[config.mk]
export PLATFORM = sky130hd
export DESIGN_NAME = qpos_counter
export DESIGN_NICKNAME = d
export VERILOG_FILES = /design/src/rtl/qpos_pkg.sv /design/src/rtl/qpos_in_filt.sv /design/src/rtl/qpos_step_dec.sv /design/src/rtl/qpos_counter.sv
export SDC_FILE = /design/constraint.sdc
export NUM_CORES = 1
export LEC_CHECK = 0
export BUFFER_PORTS_ARGS = -buffer_cell sky130_fd_sc_hd__buf_2
export CAP_MARGIN = 25
export CORE_MARGIN = 2
export CORE_UTILIZATION = 60
export DETAILED_ROUTE_END_ITERATION = 8
export PLACE_DENSITY = 0.81
export SLEW_MARGIN = 30
export SYNTH_ARGS = -nofsm -noshare
export SYNTH_HDL_FRONTEND = slang
export SYNTH_HIERARCHICAL = 1
export SYNTH_SLANG_ARGS = --single-unit
[constraint.sdc]
create_clock -name clk -period 3.23 [get_ports clk]
set_input_delay 0.1615 -clock clk [delete_from_list [all_inputs] [get_ports clk]]
set_output_delay 0.1615 -clock clk [all_outputs]
set_load 0.05 [all_outputs]
[src/rtl/qpos_pkg.sv]
package qpos_pkg;
    typedef enum logic [1:0] {
        MODE_QUAD = 2'd0,
        MODE_DIR  = 2'd1,
        MODE_UP   = 2'd2,
        MODE_DOWN = 2'd3
    } src_mode_e;

    typedef enum logic [1:0] {
        PH_00 = 2'b00,
        PH_01 = 2'b01,
        PH_10 = 2'b10,
        PH_11 = 2'b11
    } phase_e;

    localparam logic [1:0] ADDR_CNT = 2'd0;
    localparam logic [1:0] ADDR_MAX = 2'd1;
    localparam logic [1:0] ADDR_DEC = 2'd2;
    localparam logic [1:0] ADDR_CTL = 2'd3;
    localparam int MODE_LSB = 14;
    localparam int RATE_BIT = 11;
    localparam int EN_BIT   = 3;
endpackage

[src/rtl/qpos_in_filt.sv]
module qpos_in_filt #(
    parameter int FILT_CYC = 3
) (
    input  logic clk,
    input  logic rst_n,
    input  logic pin,
    output logic clean
);
    localparam int CW = $clog2(FILT_CYC + 1);
    localparam logic [CW-1:0] LAST = CW'(FILT_CYC - 1);

    logic s1, s2;
    logic [CW-1:0] run_q;

    always_ff @(posedge clk or negedge rst_n) begin
        if (!rst_n) begin
            s1    <= 1'b0;
            s2    <= 1'b0;
            run_q <= '0;
            clean <= 1'b0;
        end else begin
            s1 <= pin;
            s2 <= s1;
            if (s2 != clean) begin
                if (run_q == LAST) begin
                    clean <= s2;
                    run_q <= '0;
                end else begin
                    run_q <= run_q + 1'b1;
                end
            end else begin
                run_q <= '0;
            end
        end
    end
endmodule

[src/rtl/qpos_step_dec.sv]
module qpos_step_dec
    import qpos_pkg::*;
(
    input  logic      clk,
    input  logic      rst_n,
    input  src_mode_e mode,
    input  logic      rate,
    input  logic      fa,
    input  logic      fb,
    output logic      step,
    output logic      step_up,
    output logic      illegal
);
    phase_e state_q, seen;
    phase_e fwd_ph, bwd_ph, opp_ph;
    logic a_rise, a_fall;

    assign seen   = phase_e'({fa, fb});
    assign a_rise = fa && !state_q[1];
    assign a_fall = !fa && state_q[1];

    // state register: always tracks the filtered levels
    always_ff @(posedge clk or negedge rst_n) begin
        if (!rst_n) state_q <= PH_00;
        else        state_q <= seen;
    end

    // outputs: classify the transition and form the step
    always_comb begin
        unique case (state_q)
            PH_00: begin fwd_ph = PH_10; bwd_ph = PH_01; opp_ph = PH_11; end
            PH_10: begin fwd_ph = PH_11; bwd_ph = PH_00; opp_ph = PH_01; end
            PH_11: begin fwd_ph = PH_01; bwd_ph = PH_10; opp_ph = PH_00; end
            PH_01: begin fwd_ph = PH_00; bwd_ph = PH_11; opp_ph = PH_10; end
        endcase
        step    = 1'b0;
        step_up = 1'b0;
        illegal = 1'b0;
        unique case (mode)
            MODE_QUAD: begin
                step    = (seen == fwd_ph) || (seen == bwd_ph);
                step_up = (seen == fwd_ph);
                illegal = (seen == opp_ph);
            end
            MODE_DIR: begin
                step    = a_rise;
                step_up = fb;
            end
            MODE_UP: begin
                step    = a_rise || (rate && a_fall);
                step_up = 1'b1;
            end
            MODE_DOWN: begin
                step    = a_rise || (rate && a_fall);
                step_up = 1'b0;
            end
        endcase
    end
endmodule

[src/rtl/qpos_counter.sv]
module qpos_counter
    import qpos_pkg::*;
#(
    parameter int CW       = 32,
    parameter int FILT_CYC = 3
) (
    input  logic        clk,
    input  logic        rst_n,
    input  logic        enc_a,
    input  logic        enc_b,
    input  logic        reg_wr,
    input  logic [1:0]  reg_addr,
    input  logic [31:0] reg_wdata,
    output logic [31:0] reg_rdata,
    output logic        pos_dir,
    output logic        phase_err
);
    localparam int NCH = 2;

    logic [NCH-1:0] raw, flt;
    logic [CW-1:0]  count_q, max_q;
    src_mode_e      mode_q;
    logic           rate_q, ctl_en;
    logic           step, step_up, illegal, cnt_wr;

    assign raw = {enc_a, enc_b};

    for (genvar g = 0; g < NCH; g++) begin : g_in
        qpos_in_filt #(.FILT_CYC(FILT_CYC)) u_filt (
            .clk(clk), .rst_n(rst_n), .pin(raw[g]), .clean(flt[g])
        );
    end

    qpos_step_dec u_dec (
        .clk(clk), .rst_n(rst_n), .mode(mode_q), .rate(rate_q),
        .fa(flt[1]), .fb(flt[0]),
        .step(step), .step_up(step_up), .illegal(illegal)
    );

    assign cnt_wr = reg_wr && (reg_addr == ADDR_CNT);

    always_ff @(posedge clk or negedge rst_n) begin
        if (!rst_n) begin
            max_q  <= '1;
            mode_q <= MODE_QUAD;
            rate_q <= 1'b0;
            ctl_en <= 1'b0;
        end else if (reg_wr) begin
            unique case (reg_addr)
                ADDR_MAX: max_q <= reg_wdata[CW-1:0];
                ADDR_DEC: begin
                    mode_q <= src_mode_e'(reg_wdata[MODE_LSB+1:MODE_LSB]);
                    rate_q <= reg_wdata[RATE_BIT];
                end
                ADDR_CTL: ctl_en <= reg_wdata[EN_BIT];
                default: ;
            endcase
        end
    end

    always_ff @(posedge clk or negedge rst_n) begin
        if (!rst_n) begin
            count_q   <= '0;
            pos_dir   <= 1'b0;
            phase_err <= 1'b0;
        end else begin
            if (ctl_en && illegal) phase_err <= 1'b1;
            if (cnt_wr) begin
                if (reg_wdata[CW-1:0] <= max_q) count_q <= reg_wdata[CW-1:0];
            end else if (ctl_en && step) begin
                pos_dir <= step_up;
                if (step_up) count_q <= (count_q == max_q) ? '0 : count_q + 1'b1;
                else         count_q <= (count_q == '0) ? max_q : count_q - 1'b1;
            end
        end
    end

    always_comb begin
        reg_rdata = '0;
        unique case (reg_addr)
            ADDR_CNT: reg_rdata[CW-1:0] = count_q;
            ADDR_MAX: reg_rdata[CW-1:0] = max_q;
            ADDR_DEC: begin
                reg_rdata[MODE_LSB+1:MODE_LSB] = mode_q;
                reg_rdata[RATE_BIT] = rate_q;
            end
            ADDR_CTL: reg_rdata[EN_BIT] = ctl_en;
        endcase
    end
endmodule

==> results of run 1 <==
through the flow:
step / power [µW] / instances
2_1_floorplan: 4540 / 812
3_3_place_gp: 5280 / 985
3_5_place_dp: 5420 / 985
4_1_cts: 6520 / 1004
5_1_grt: 6970 / 1004
6_report: 6580 / 1004
logic make-up (layout without fill, tap and decap cells):
logic type	count (synthesis)	after routing
buf+inv	112	161
compound gates	150	150
xor+xnor	95	95
mux	81	81
flops	82	82
fa+ha+maj	35	35
simple gates	257	257
layout make-up:
cell class	count	area (µm²)	share of cell area (%)
clock inverters	4	51.3	0.650
clock buffers	12	246	3.12
flip-flops and latches	82	2090	26.5
well taps	143	179	2.27
repair buffers	107	658	8.34
inverters	38	143	1.81
multi-input cells	618	4520	57.3
registers in the layout, indices dropped and copies added (netlist names):
signal,count
max_q,32
mode_q,2
g_in.u_filt/clean,2
g_in.u_filt/s2,2
count_q,32
ctl_en,1
g_in.u_filt/s1,2
u_dec/state_q,2
g_in.u_filt/run_q,4
rate_q,1
pos_dir,1
phase_err,1
Yosys cell counts (3+ instances only):
library cell	n	area [µm²]
inv_1	38	143
nand4_1	28	175
xnor2_1	27	236
dfstp_2	32	841
mux2_2	36	405
o221a_2	3	33.8
and4_1	5	43.8
nor4_1	17	106
nand3_1	20	100
nor4_2	3	37.5
xor2_1	67	587
o211ai_1	5	37.5
o22ai_1	11	68.8
o221ai_1	11	96.3
buf_1	5	18.8
nor2b_1	3	18.8
nand2_1	26	97.6
a211oi_1	21	158
buf_2	18	90.1
mux2i_1	43	430
or3_1	4	25.0
o31ai_1	4	30.0
a21o_1	6	45.0
nand2b_1	5	31.3
dfrtp_1	50	1250
nor2_1	98	368
or4_1	4	30.0
nand3b_1	5	37.5
o21ai_0	39	195
ha_1	35	438
a21oi_1	32	160
nor3b_1	5	37.5
and3_1	4	25.0
nor3_1	15	75.1
clkbuf_1	50	188
power by group through the flow:
stage | sequential (µW) | clock, µW | combinational, µW
after floorplan | 1700 | 0 | 2840
after global placement | 2090 | 0 | 3180
after detailed placement | 2130 | 0 | 3290
after CTS | 2120 | 1070 | 3330
after global routing | 2210 | 1110 | 3660
final | 2150 | 1060 | 3380
layer usage:
metal	share of wire, %	vias up	wire length (µm)
met1	40	3135	8050
met2	48	341	9740
li1	-	2979	-
met4	4.0	0	803
met5	0	-	0
met3	7.7	78	1560
how the worst min path moves through the flow:
stage / slack (ns) / cells past startpoint / endpoint
floorplan: -0.13 / 0 / count_q[0]$_DFFE_PN0P_
global placement: 0.26 / 1 / count_q[5]$_DFFE_PN0P_
detailed placement: 0.27 / 1 / count_q[4]$_DFFE_PN0P_
CTS: 0.07 / 2 / max_q[12]$_DFFE_PN1P_
global route: 0.09 / 2 / max_q[21]$_DFFE_PN1P_
finish: 0.08 / 2 / max_q[12]$_DFFE_PN1P_
worst max-delay path, stage by stage, from the launching register on:
cell and delay, ns:
dfrtp_1 0.56, nor4_4 0.55, nand4_1 0.49, nor4_1 0.43, xnor2_1 0.12, a211oi_1 0.30, o31ai_1 0.12, a21oi_1 0.16
==> impl_results.md, run 1 <==
- Clock share of power: between 15 and 20%
- Clk_lat worst skew: 0.36 ns
- Final instance area: approximately 7900 µm²
- Critical Path Source Type: flop
- Initial antenna violation count: 0
- Longest Clk Path Bufs: 2
- Status: completed
- Hold Crit Start: reg_wdata[12]
- R2r setup slk: 0.42 ns
- Initial drt markers: between 500 and 600
- Antenna cells: 0
- Final Cycle Share: ~87%
- Ys async rst share: 100%
- GRT met1 Usage: approximately two fifths
- Share of layout cells above drive strength 1: 24.7%
- Port Buf Inserts: about 70
- Post-layout min period: around 2.8 ns
- Fin. Hold Viols: 0
- Area grow syn2layout: 11.8%
- Final setup vio count: 0
- WS Path Type: reg2reg
- Number of distinct library cells after synthesis: between 60 and 70
- Post-Synth Simple-Gate Area: 19.6%
- Synth Area in Adders: about 6.2%
- Syn_nets: about 900
- Switching power share of the total: a little under half
- Most frequent cells in the layout: nor2_1, buf_2, xor2_1
- Crit path arrival time: between 3 and 4 ns
- Met3 Usage GRT: approximately 6.7%
- Core Area: roughly 11000 µm²
- Crit path max fanout: 12
- Fin nets: 930
- Die Span Y: between 100 and 150 µm
- Place WS: about 0.5 ns
- Placer Congestion: 0.944
- Worst Path Required: 3.51 ns
- Xor-xnor portion of the synthesized cell area: 11.9%
- Residual DRC count: 0
- Syn Std Cell Area: around 7000 µm²
- Sequential share of power: about a third
- Antenna Violating Nets Remaining: 0
- Critical Path Source: count_q[5]$_DFFE_PN0P_
- Rows: 39
- Yosys warns: 6
- Power Internal: around 3500 µW
- # fillers: 851
- Number of global-route vias before repair: roughly 6.6k
- Crit. End Element: flop
- Post-Synthesis Cells: 812
- Reg2Reg Depth: 7
- Dominant synthesized flop cell: dfrtp_1
- Hold WC Path Type: in2reg
- PwrDens: approximately 830 nW/µm²
- DIE WIDTH: ~110 µm
- Dpl cell area: between 7000 and 8000 µm²
- Vias per cell: around 6.5
- Post-Route WL: around 20 mm
- First-pass GRT wire length: 32.9 mm
- Post-CTS resize count: 0
- Vias post-DR: about 6.5k
- Register area share after synthesis: 29.7%
- Final Slew Violations: 0
- GRT Util Overall: 32.4%
- Hold bufs inserted after CTS: 3
- Slew @ Worst Pin: around 0.75 ns
- Largest family of logic cells by synthesized area: simple AND/OR/NAND/NOR gates
- Commonest non-fill, non-tap cell in the layout: nor2_1
- Post-synthesis mux area share: 12.3%
- Met2 GRT Util: between 50% and 60%
- Worst flop-to-flop path startpoint: count_q[5]$_DFFE_PN0P_
- Overflow after GRT: 0
- Clock-pin transition on the worst setup and hold timing paths: 0.06 ns
- Hold Worst Slack: approximately 0.075 ns
- Root buf cell: clkbuf_16
- Setup Fix Bufs, Post-CTS: 0
- Pleak: about 0.0034 µW
- DIE AREA: 12600 µm²
- VDD IR max: ~0.48 mV
- Post-synth EDFFs: 0
- Setup Skew: 0.00780 ns
- Comb pwr share: 51.3%
- Max Freq: ~360 MHz
- Setup ws final: roughly 0.42 ns
- DR WL/cell: approximately 20 µm
- Synth Area in Compound Gates: roughly 14%
- First-pass DRT Iterations: 5
- Setup TNS: 0 ns
- Grt peak-use layer: met2
- Detail Placement HPWL: about 14 mm
- RSZ-0062 raised after global routing: no
- Initial Util: between 60% and 70%
- CTS sink count: 82
- Worst setup endpoint: count_q[18]$_DFFE_PN0P_
- #FFs+latches synth: between 80 and 90
- Syn_area_per_cell: just under 9 µm²
- Post-route core utilization: between 60 and 70%
- Reg-to-Reg End: count_q[18]$_DFFE_PN0P_
- Rel. slew slack: 50.1%
- Largest net degree at the start of global routing: 57
- Total CTS buffers: 9
- Max-cap viol count: 0
- Num ports: between 70 and 80
- Sw Pwr: ~3100 µW
- CTS tree: done
- CTS H-tree depth: 3
Note: power is estimated with default switching activity, not from simulation.
==> run 2: changes to the inputs <==
Settings changed: RECOVER_POWER set to 25.
==> impl_results.md, run 2 (synthesis gave the netlist of run 1 again) <==
- Status: completed
- Final Slew Violations: 0 (unchanged)
- Total power: 6580 µW (-0.15%)
- Max Freq: 350 MHz (-1.7%)
- DIE AREA: 12600 µm² (unchanged)
- Dpl cells: 985 (unchanged)
- Share of layout cells above drive strength 1: 24.5% (-0.23 points)
- Final setup vio count: 0 (unchanged)
- Comb pwr share: 51.2% (about the same)
- CTS sink count: 82 (unchanged)
- Worst Path Buf+Inv: 1 (+1)
- Clock share of power: 16.2% (about the same)
- Root buf cell: clkbuf_16
- Initial drt markers: 533 (-5.3%)
- Rel. slew slack: 2.48% (-48 points)
- GRT Util Overall: 32.4% (unchanged)
- Pleak: 0.00340 µW (-0.15%)
- Slew @ Worst Pin: 1.46 ns (+0.714 ns)
- Initial Util: 61.5% (unchanged)
- Post-layout min period: 2.86 ns (+0.0499 ns)
- Worst Path Required: 3.51 ns (about the same)
- Fin. Hold Viols: 0 (unchanged)
- Delay-heaviest family, CP: simple AND/OR/NAND/NOR gates
- Crit path max fanout: 31 (+19)
- Vias per cell: 6.51 (about the same)
- Port Buf Inserts: 72 (unchanged)
- Number of global-route vias before repair: 6582 (unchanged)
- Num ports: 73 (unchanged)
- Hold Worst Slack: 0.0769 ns (+0.00139 ns)
- Core Area: 11500 µm² (unchanged)
- # fillers: 853 (+0.24%)
- Antenna Violating Nets Remaining: 0 (unchanged)
- Most frequent cells in the layout: nor2_1, buf_2, xor2_1
- VDD IR max: 0.478 mV (+0.41%)
- DIE WIDTH: 112 µm (unchanged)
- Largest regs: count_q (32), max_q (32), g_in.u_filt/run_q (4)
- Crit path cell chain: or4_4, nor4_2, nand4_1, buf_4, mux2i_1, o221ai_1, o21ai_0, a21oi_1
- Place WS: 0.509 ns (unchanged)
- First-pass DRT Iterations: 5 (unchanged)
- Residual DRC count: 0 (unchanged)
- Placer Congestion: 0.944 (unchanged)
- Switching power share of the total: 47.6% (+0.088 points)
- Crit. End Element: flop
- Setup TNS: 0 ns (unchanged)
- Multi-input logic area: 4510 µm² (-0.25%)
- DR WL/cell: 20.1 µm (+0.13%)
- Final Cycle Share: 88.5% (+1.5 points)
- WS Path Type: reg2reg
- Worst flop-to-flop path startpoint: count_q[21]$_DFFE_PN0P_
- Clock-pin transition on the worst setup and hold timing paths: 0.07 ns (about the same)
- CP max stage delay: 0.63 ns (+0.07 ns)
- Sw Pwr: 3130 µW (about the same)
- Initial antenna violation count: 0 (unchanged)
- Detail Placement HPWL: 14.2 mm (unchanged)
- Post-Route WL: 20.2 mm (+0.13%)
- Clk_lat worst skew: 0.36 ns (about the same)
- Setup Skew: 0.00762 ns (-0.000185 ns)
- Die Span Y: 112 µm (unchanged)
- Sequential share of power: 32.6% (about the same)
- Slowest stage cell, crit path: or4_4
- Hold Path Depth: 2 (unchanged)
- Overflow after GRT: 0 (unchanged)
- First-pass GRT wire length: 32.9 mm (unchanged)
- Antenna cells: 0 (unchanged)
- Reg area: 2090 µm² (unchanged)
- R2r setup slk: 0.37 ns (-0.05 ns)
- CTS tree: done
- Reg2Reg Depth: 8 (+1)
- Crit path arrival time: 3.14 ns (+0.05 ns)
- Largest net degree at the start of global routing: 57 (unchanged)
- Commonest non-fill, non-tap cell in the layout: nor2_1
- Area grow syn2layout: 11.7%
- RSZ-0062 raised after global routing: no
- Vias post-DR: 6532 (-0.015%)
- PwrDens: 835 nW/µm² (about the same)
- CTS H-tree depth: 3 (unchanged)
- Fin nets: 930 (unchanged)
- Reg-to-Reg End: count_q[14]$_DFFE_PN0P_
- Hold Crit Start: reg_wdata[12]
- Fin cells: 1004 (unchanged)
- Hold path endpoint: max_q[12]$_DFFE_PN1P_
- Longest Clk Path Bufs: 2 (unchanged)
- Setup ws final: 0.370 ns (-0.0499 ns)
- Critical Path Source Type: flop
- Power Internal: 3450 µW (-0.32%)
- Total CTS buffers: 9 (unchanged)
- Rows: 39 (unchanged)
- Max-cap viol count: 0 (unchanged)
- Hold WC Path Type: in2reg
==> run 2: how the worst max path moves through the flow <==
stage / cells past startpoint / end / startpoint
finish: 8 / count_q[14]$_DFFE_PN0P_ / count_q[21]$_DFFE_PN0P_
global route: 12 / count_q[7]$_DFFE_PN0P_ / max_q[29]$_DFFE_PN1P_
CTS: 12 / count_q[0]$_DFFE_PN0P_ / max_q[29]$_DFFE_PN1P_
detailed placement: 12 / count_q[0]$_DFFE_PN0P_ / max_q[29]$_DFFE_PN1P_
global placement: 12 / count_q[0]$_DFFE_PN0P_ / max_q[29]$_DFFE_PN1P_
floorplan: 10 / count_q[18]$_DFFE_PN0P_ / count_q[0]$_DFFE_PN0P_
==> run 2: repair_timing <==
action                                 in CTS  in global routing
setup buffers                               0                  0
hold buffers                                3                  0
gates resized for setup                     0                  0
endpoints found under the hold margin      37                  0
==> run 2: metal layers <==
metal / vias up / wire [µm] / GRT usage (%)
met3: 82 / 1580 / 6.70
li1: 2974 / - / -
met4: 0 / 886 / 16.8
met5: - / 0 / 0
met2: 332 / 9550 / 52.4
met1: 3144 / 8170 / 41.2
==> run 2: metrics by stage <==
| step | util [%] | instance area (µm²) |
|---|---|---|
| final | 68.7 | 7880 |
| after global placement | 65.9 | 7560 |
| after CTS | 68.8 | 7890 |
| after global routing | 68.7 | 7880 |
| after floorplan | - | 7050 |
| after detailed placement | 65.9 | 7560 |
==> run 2: final cells by class <==
| cell class | count | share of cell area, % |
|---|---|---|
| tap | 143 | 2.27 |
| sequential | 82 | 26.6 |
| timing repair buffer | 107 | 8.32 |
| clock inverter | 4 | 0.651 |
| multi-input combinational | 618 | 57.3 |
| inverter | 38 | 1.81 |
| clock buffer | 12 | 3.13 |
==> run 2: power groups by stage <==
| stage | Sequential (µW) | Combinational [µW] | Clock [µW] |
|---|---|---|---|
| 5_1_grt | 2200 | 3650 | 1110 |
| 3_3_place_gp | 2090 | 3180 | 0 |
| 3_5_place_dp | 2130 | 3290 | 0 |
| 6_report | 2140 | 3370 | 1060 |
| 2_1_floorplan | 1700 | 2840 | 0 |
| 4_1_cts | 2120 | 3330 | 1070 |
